==> src/rtl/tcs_seq.sv <==
module tcs_seq #(
  parameter int NUM_SETS    = 2,
  parameter int NUM_CMDS    = 4,
  parameter int AW          = 12,
  parameter int DW          = 32,
  parameter int SET_BASE    = 16,
  parameter int SET_STRIDE  = 672,
  parameter int SLOT_BASE   = 48,
  parameter int SLOT_STRIDE = 20,
  localparam int SW = (NUM_SETS > 1) ? $clog2(NUM_SETS) : 1,
  localparam int CW = (NUM_CMDS > 1) ? $clog2(NUM_CMDS) : 1
) (
  input  logic          clk,
  input  logic          rst_n,
  input  logic          reg_we,
  input  logic [AW-1:0] reg_addr,
  input  logic [DW-1:0] reg_wdata,
  output logic [DW-1:0] reg_rdata,
  output logic          req_valid,
  input  logic          req_ready,
  output logic [SW-1:0] req_set,
  output logic [CW-1:0] req_slot,
  output logic [DW-1:0] req_msgid,
  output logic [DW-1:0] req_addr,
  output logic [DW-1:0] req_data,
  input  logic          rsp_valid,
  input  logic [SW-1:0] rsp_set,
  input  logic [CW-1:0] rsp_slot,
  output logic          irq
);

  logic [NUM_SETS-1:0] busy, ie, ist, en_q, tr_q, fin;
  logic [NUM_SETS-1:0][NUM_CMDS-1:0] wt, cen, pend, iss, cpl;
  logic [DW-1:0] msgid [NUM_SETS][NUM_CMDS];
  logic [DW-1:0] caddr [NUM_SETS][NUM_CMDS];
  logic [DW-1:0] cdata [NUM_SETS][NUM_CMDS];
  logic          hold_q, found;
  logic [SW-1:0] hs, ss, ds;
  logic [CW-1:0] hc, sc, dc;
  logic          hit_set, hit_slot;
  logic [2:0]    fld;
  int            off, loc, so;

  always_comb begin
    off      = int'(reg_addr) - SET_BASE;
    hit_set  = (off >= 0) && (off < NUM_SETS * SET_STRIDE) && (reg_addr[1:0] == 2'b00);
    ds       = SW'(off / SET_STRIDE);
    loc      = off % SET_STRIDE;
    so       = loc - SLOT_BASE;
    hit_slot = hit_set && (so >= 0) && (so < NUM_CMDS * SLOT_STRIDE);
    dc       = CW'(so / SLOT_STRIDE);
    fld      = 3'((so % SLOT_STRIDE) / 4);
  end

  always_comb begin
    found = 1'b0;
    ss    = '0;
    sc    = '0;
    for (int s = 0; s < NUM_SETS; s++)
      for (int c = 0; c < NUM_CMDS; c++)
        if (!found && pend[s][c]) begin
          found = 1'b1;
          ss    = SW'(s);
          sc    = CW'(c);
        end
  end

  assign req_valid = found;
  assign req_set   = hold_q ? hs : ss;
  assign req_slot  = hold_q ? hc : sc;
  assign req_msgid = msgid[req_set][req_slot];
  assign req_addr  = caddr[req_set][req_slot];
  assign req_data  = cdata[req_set][req_slot];
  assign irq       = |(ist & ie);

  always_comb
    for (int s = 0; s < NUM_SETS; s++)
      fin[s] = busy[s] && (pend[s] == '0) && ((wt[s] & cen[s] & ~cpl[s]) == '0);

  always_comb begin
    reg_rdata = '0;
    if (!hit_set) begin
      case (int'(reg_addr))
        'h00: reg_rdata = DW'(ie);
        'h04: reg_rdata = DW'(ist);
        'h0C: reg_rdata = (DW'(NUM_CMDS) << 27) | DW'(NUM_SETS);
        default: ;
      endcase
    end else if (hit_slot) begin
      case (fld)
        3'd0: reg_rdata = msgid[ds][dc];
        3'd1: reg_rdata = caddr[ds][dc];
        3'd2: reg_rdata = cdata[ds][dc];
        3'd3: begin
          reg_rdata[8]  = iss[ds][dc];
          reg_rdata[16] = cpl[ds][dc];
        end
        default: ;
      endcase
    end else begin
      case (loc)
        'h10: reg_rdata = DW'(wt[ds]);
        'h14: begin
          reg_rdata[16] = en_q[ds];
          reg_rdata[24] = tr_q[ds];
        end
        'h18: reg_rdata = DW'(!busy[ds]);
        'h1C: reg_rdata = DW'(cen[ds]);
        default: ;
      endcase
    end
  end

  always_ff @(posedge clk) begin
    if (!rst_n) begin
      busy <= '0; ie <= '0; ist <= '0; en_q <= '0; tr_q <= '0;
      wt <= '0; cen <= '0; pend <= '0; iss <= '0; cpl <= '0;
      hold_q <= 1'b0; hs <= '0; hc <= '0;
      for (int s = 0; s < NUM_SETS; s++)
        for (int c = 0; c < NUM_CMDS; c++) begin
          msgid[s][c] <= '0;
          caddr[s][c] <= '0;
          cdata[s][c] <= '0;
        end
    end else begin
      hold_q <= req_valid && !req_ready;
      hs     <= req_set;
      hc     <= req_slot;
      if (req_valid && req_ready) begin
        pend[req_set][req_slot] <= 1'b0;
        iss[req_set][req_slot]  <= 1'b1;
      end
      if (rsp_valid && busy[rsp_set] && iss[rsp_set][rsp_slot] &&
          (msgid[rsp_set][rsp_slot][8] || wt[rsp_set][rsp_slot]))
        cpl[rsp_set][rsp_slot] <= 1'b1;
      for (int s = 0; s < NUM_SETS; s++) begin
        if (fin[s]) begin
          busy[s] <= 1'b0;
          ist[s]  <= 1'b1;
        end else if (reg_we && !hit_set && int'(reg_addr) == 'h08 && reg_wdata[s])
          ist[s] <= 1'b0;
      end
      if (reg_we) begin
        if (!hit_set) begin
          if (int'(reg_addr) == 'h00) ie <= reg_wdata[NUM_SETS-1:0];
        end else if (hit_slot) begin
          if (!busy[ds])
            case (fld)
              3'd0: msgid[ds][dc] <= reg_wdata;
              3'd1: caddr[ds][dc] <= reg_wdata;
              3'd2: cdata[ds][dc] <= reg_wdata;
              default: ;
            endcase
        end else begin
          case (loc)
            'h10: if (!busy[ds]) wt[ds] <= reg_wdata[NUM_CMDS-1:0];
            'h1C: if (!busy[ds]) cen[ds] <= reg_wdata[NUM_CMDS-1:0];
            'h14: begin
              en_q[ds] <= reg_wdata[16];
              tr_q[ds] <= reg_wdata[24];
              if (!busy[ds] && en_q[ds] && !tr_q[ds] && reg_wdata[24]) begin
                busy[ds] <= 1'b1;
                pend[ds] <= cen[ds];
                iss[ds]  <= '0;
                cpl[ds]  <= '0;
              end
            end
            default: ;
          endcase
        end
      end
    end
  end

endmodule

==> config.mk <==
export PLATFORM = sky130hd
export DESIGN_NAME = tcs_seq
export DESIGN_NICKNAME = d
export VERILOG_FILES = /design/src/rtl/tcs_seq.sv
export SDC_FILE = /design/constraint.sdc
export NUM_CORES = 2
export LEC_CHECK = 0
export BUFFER_PORTS_ARGS = -buffer_cell sky130_fd_sc_hd__buf_2
export CELL_PAD_IN_SITES_DETAIL_PLACEMENT = 1
export CELL_PAD_IN_SITES_GLOBAL_PLACEMENT = 1
export CORE_ASPECT_RATIO = 1.25
export CORE_MARGIN = 8
export CORE_UTILIZATION = 50
export CTS_CLUSTER_SIZE = 10
export DETAILED_ROUTE_END_ITERATION = 16
export PLACE_DENSITY_LB_ADDON = 0.05
export SLEW_MARGIN = 20
export SYNTH_ARGS = -nofsm -noshare
export SYNTH_HDL_FRONTEND = slang
export SYNTH_SLANG_ARGS = --single-unit
==> constraint.sdc <==
create_clock -name clk -period 20.5 [get_ports clk]
set_input_delay 3.075 -clock clk [delete_from_list [all_inputs] [get_ports clk]]
set_output_delay 3.075 -clock clk [all_outputs]
set_load 0.05 [all_outputs]
==> impl_metrics.json <==
{
  "grt_max_degree": 181,
  "hold_viol_final": 0,
  "dieArea_um2": 102600,
  "wl_per_cell_um": 30.65,
  "worst_setup_path_start_kind": "input pin",
  "relSlewSlack": -0.08925,
  "vias_per_cell": 6.671,
  "slowest_stage": "o21ai_1",
  "setup_violations": 0,
  "drt_wl_total_um": 194200,
  "rrSetupSlack_ps": 16070,
  "clk_latency_ps": 690,
  "mostFrequentLayoutCell": "nand2_1",
  "cpPeakStageDelay_ps": 880,
  "path_class": "input pin to primary output",
  "fin_worst_skew_ps": 30.67,
  "grt_antenna_before_repair": 8,
  "nets": 5156,
  "hold_class": "register to register",
  "post-route-util": 0.5529,
  "setup_tns_ps": 0,
  "postRouteAntennaNets": 0,
  "cts_root_buffer": "clkbuf_16",
  "hold_depth": 2,
  "num_vias": 42280,
  "cts.path.max_buffers": 3,
  "fin_crit_sh": 0.9200,
  "ys_ff_latch": 822,
  "ys.flop_type": "edfxtp_1",
  "gp_congestion": 0.8937,
  "final_cell_mix": "nand2_1 (1515), edfxtp_1 (768), nor2_1 (701)",
  "die_h_um": 356.1,
  "grt_pass1_wl_um": 284600,
  "leakagePower_nw": 18.15,
  "rsz0062_at_grt": "no",
  "num_io_pins": 185,
  "r2r_start": "busy[0]",
  "synthCells": 5134,
  "htree_num_levels": 3,
  "yosysWarnings": 0,
  "vdd_drop_max_v": 0.0003231,
  "synth.distinct_cells": 111,
  "synth-edff-count": 768,
  "cts_tree": "built",
  "reg2reg_depth": 9,
  "remaining_drc_errors": 0,
  "slew_violations": 95,
  "drt_iter0_markers": 4772,
  "synth_seq_area_share": 0.5219,
  "cap_viol_max_count": 0,
  "num_rows": 124,
  "syn_avg_cell_area_um2": 9.011,
  "crit_arrival_ps": 15780,
  "r2r_end": "cdata[1][34]",
  "io_buffers": 184,
  "worstHoldEndpoint": "en_q[1]",
  "dr.pass1.iters": 5,
  "syn2layout_area_growth_pct": 9.396,
  "cts_setup_buffers": 0,
  "ctsHoldBuffers": 0,
  "initial_core_util": 0.5054,
  "fmax_mhz": 53.02,
  "required_ps": 17430,
  "min_period_ps": 18860,
  "synth-async-reset-ratio": 0,
  "tightest_slew_ps": 1634,
  "clock_sinks": 822,
  "dp_hpwl_um": 116100,
  "post-route-worst-setup-slack_ps": 1641,
  "min-delay-start": "en_q[1]",
  "numCtsBuffers": 94,
  "grt.total_usage": 0.3716,
  "syn_nets": 5195,
  "critPathMaxFanout": 27,
  "cp-end-kind": "primary output",
  "power_density_nw_per_um2": 152.6,
  "grt-ovfl-total": 0,
  "finalPower_mw": 7.722,
  "post_cts_resize_count": 0,
  "die_w_um": 288.1,
  "grt_pass1_vias": 43740,
  "status": "finished with violations",
  "netlist_area_um2": 46260,
  "violations": "max-slew violations",
  "final_layout_size_suffix_gt1_frac": 0.1093,
  "clkTransAtPathRegs_ps": 60,
  "dp_slack_ps": 1919,
  "core-area_um2": 91540
}
-- cell families (layout without fill, tap and decap cells) --
family / Yosys count / in the layout / share of synthesized area
other cells: 0 / 6 / 0
compound gates: 671 / 671 / 0.09902
fa+ha+maj: 12 / 12 / 0.003110
simple gates: 3008 / 3008 / 0.2744
buf+inv: 465 / 465 / 0.04547
xor+xnor: 30 / 30 / 0.007032
mux: 126 / 126 / 0.04912
flops: 822 / 822 / 0.5219
-- critical path: cells and delay by family --
kind	cells	cell delay, ps
simple gates	13	4530
buf+inv	5	1480
xor+xnor	2	730
compound gates	12	4320
fa+ha+maj	3	1580
-- state kept, by name (all words and copies together) (netlist names), 8 cells and up --
signal / count
cen: 8
msgid: 256
pend: 8
caddr: 256
cdata: 256
wt: 8
cpl: 8
iss: 8
-- per-stage QoR --
stage	area [um^2]	cells	hold slack (ps)
after detailed placement	47990	6196	492.4
final	50610	6337	506.9
after floorplan	46260	5134	447.9
after CTS	50590	6331	501.0
after global routing	50600	6334	527.8
after global placement	47990	6196	483.7
-- where the power goes --
| part | internal, mW | switching, mW |
|---|---|---|
| Combinational | 1.06 | 3.21 |
| Clock | 0.840 | 0.690 |
| Sequential | 1.88 | 0.0321 |
| Total | 3.79 | 3.93 |
-- Yosys cell counts (12+ instances only) --
library cell  number  share of area
nand3_1          522          0.056
dfxtp_1           54          0.023
o22ai_1           15         0.0020
buf_2             70         0.0076
o221ai_1          13         0.0025
inv_1             53         0.0043
a221oi_1          30         0.0057
nor3_1            35         0.0038
o21ai_0          143          0.015
a31oi_1           67         0.0091
nor2_1           705          0.057
and3_1            89          0.012
xnor2_1           18         0.0034
nand2_1         1518           0.12
mux2i_1           41         0.0089
mux4_2            80          0.039
edfxtp_1         768           0.50
a21oi_1          131          0.014
o311ai_0          39         0.0074
nor2b_1           40         0.0054
buf_4             68          0.011
and2_1            12         0.0016
a311oi_1          43         0.0081
o21ai_1           31         0.0034
clkbuf_1         244          0.020
buf_1             27         0.0022
o211ai_1          25         0.0041
-- worst max-delay path by stage --
| stage | startpoint | to | slack, ps |
|---|---|---|---|
| after floorplan | reg_addr[4] | reg_rdata[1] | 3730 |
| after global placement | reg_addr[4] | reg_rdata[18] | 2170 |
| after detailed placement | reg_addr[4] | reg_rdata[18] | 1920 |
| after CTS | reg_addr[4] | reg_rdata[18] | 1860 |
| after global routing | reg_addr[4] | reg_rdata[18] | 800 |
| final | reg_addr[4] | reg_rdata[18] | 1640 |
-- metal layers --
layer  vias up  track usage  share of wire
li1      18030            -              -
met1     21050       0.4619           0.37
met2      2556       0.6081           0.47
met3       635      0.07461           0.10
met4         6       0.1986          0.058
met5         -     0.005766        0.00050
-- layout make-up --
cell class | count | area, um^2
diodes | 6 | 15.01
clock buffers | 125 | 2490
clock inverters | 10 | 113.9
fillers | 10540 | 40930
inverters | 54 | 217.7
multi-input cells | 3847 | 20440
flip-flops and latches | 822 | 24140
well taps | 1197 | 1498
repair buffers | 276 | 1689
(Power assumes the default switching activity.)
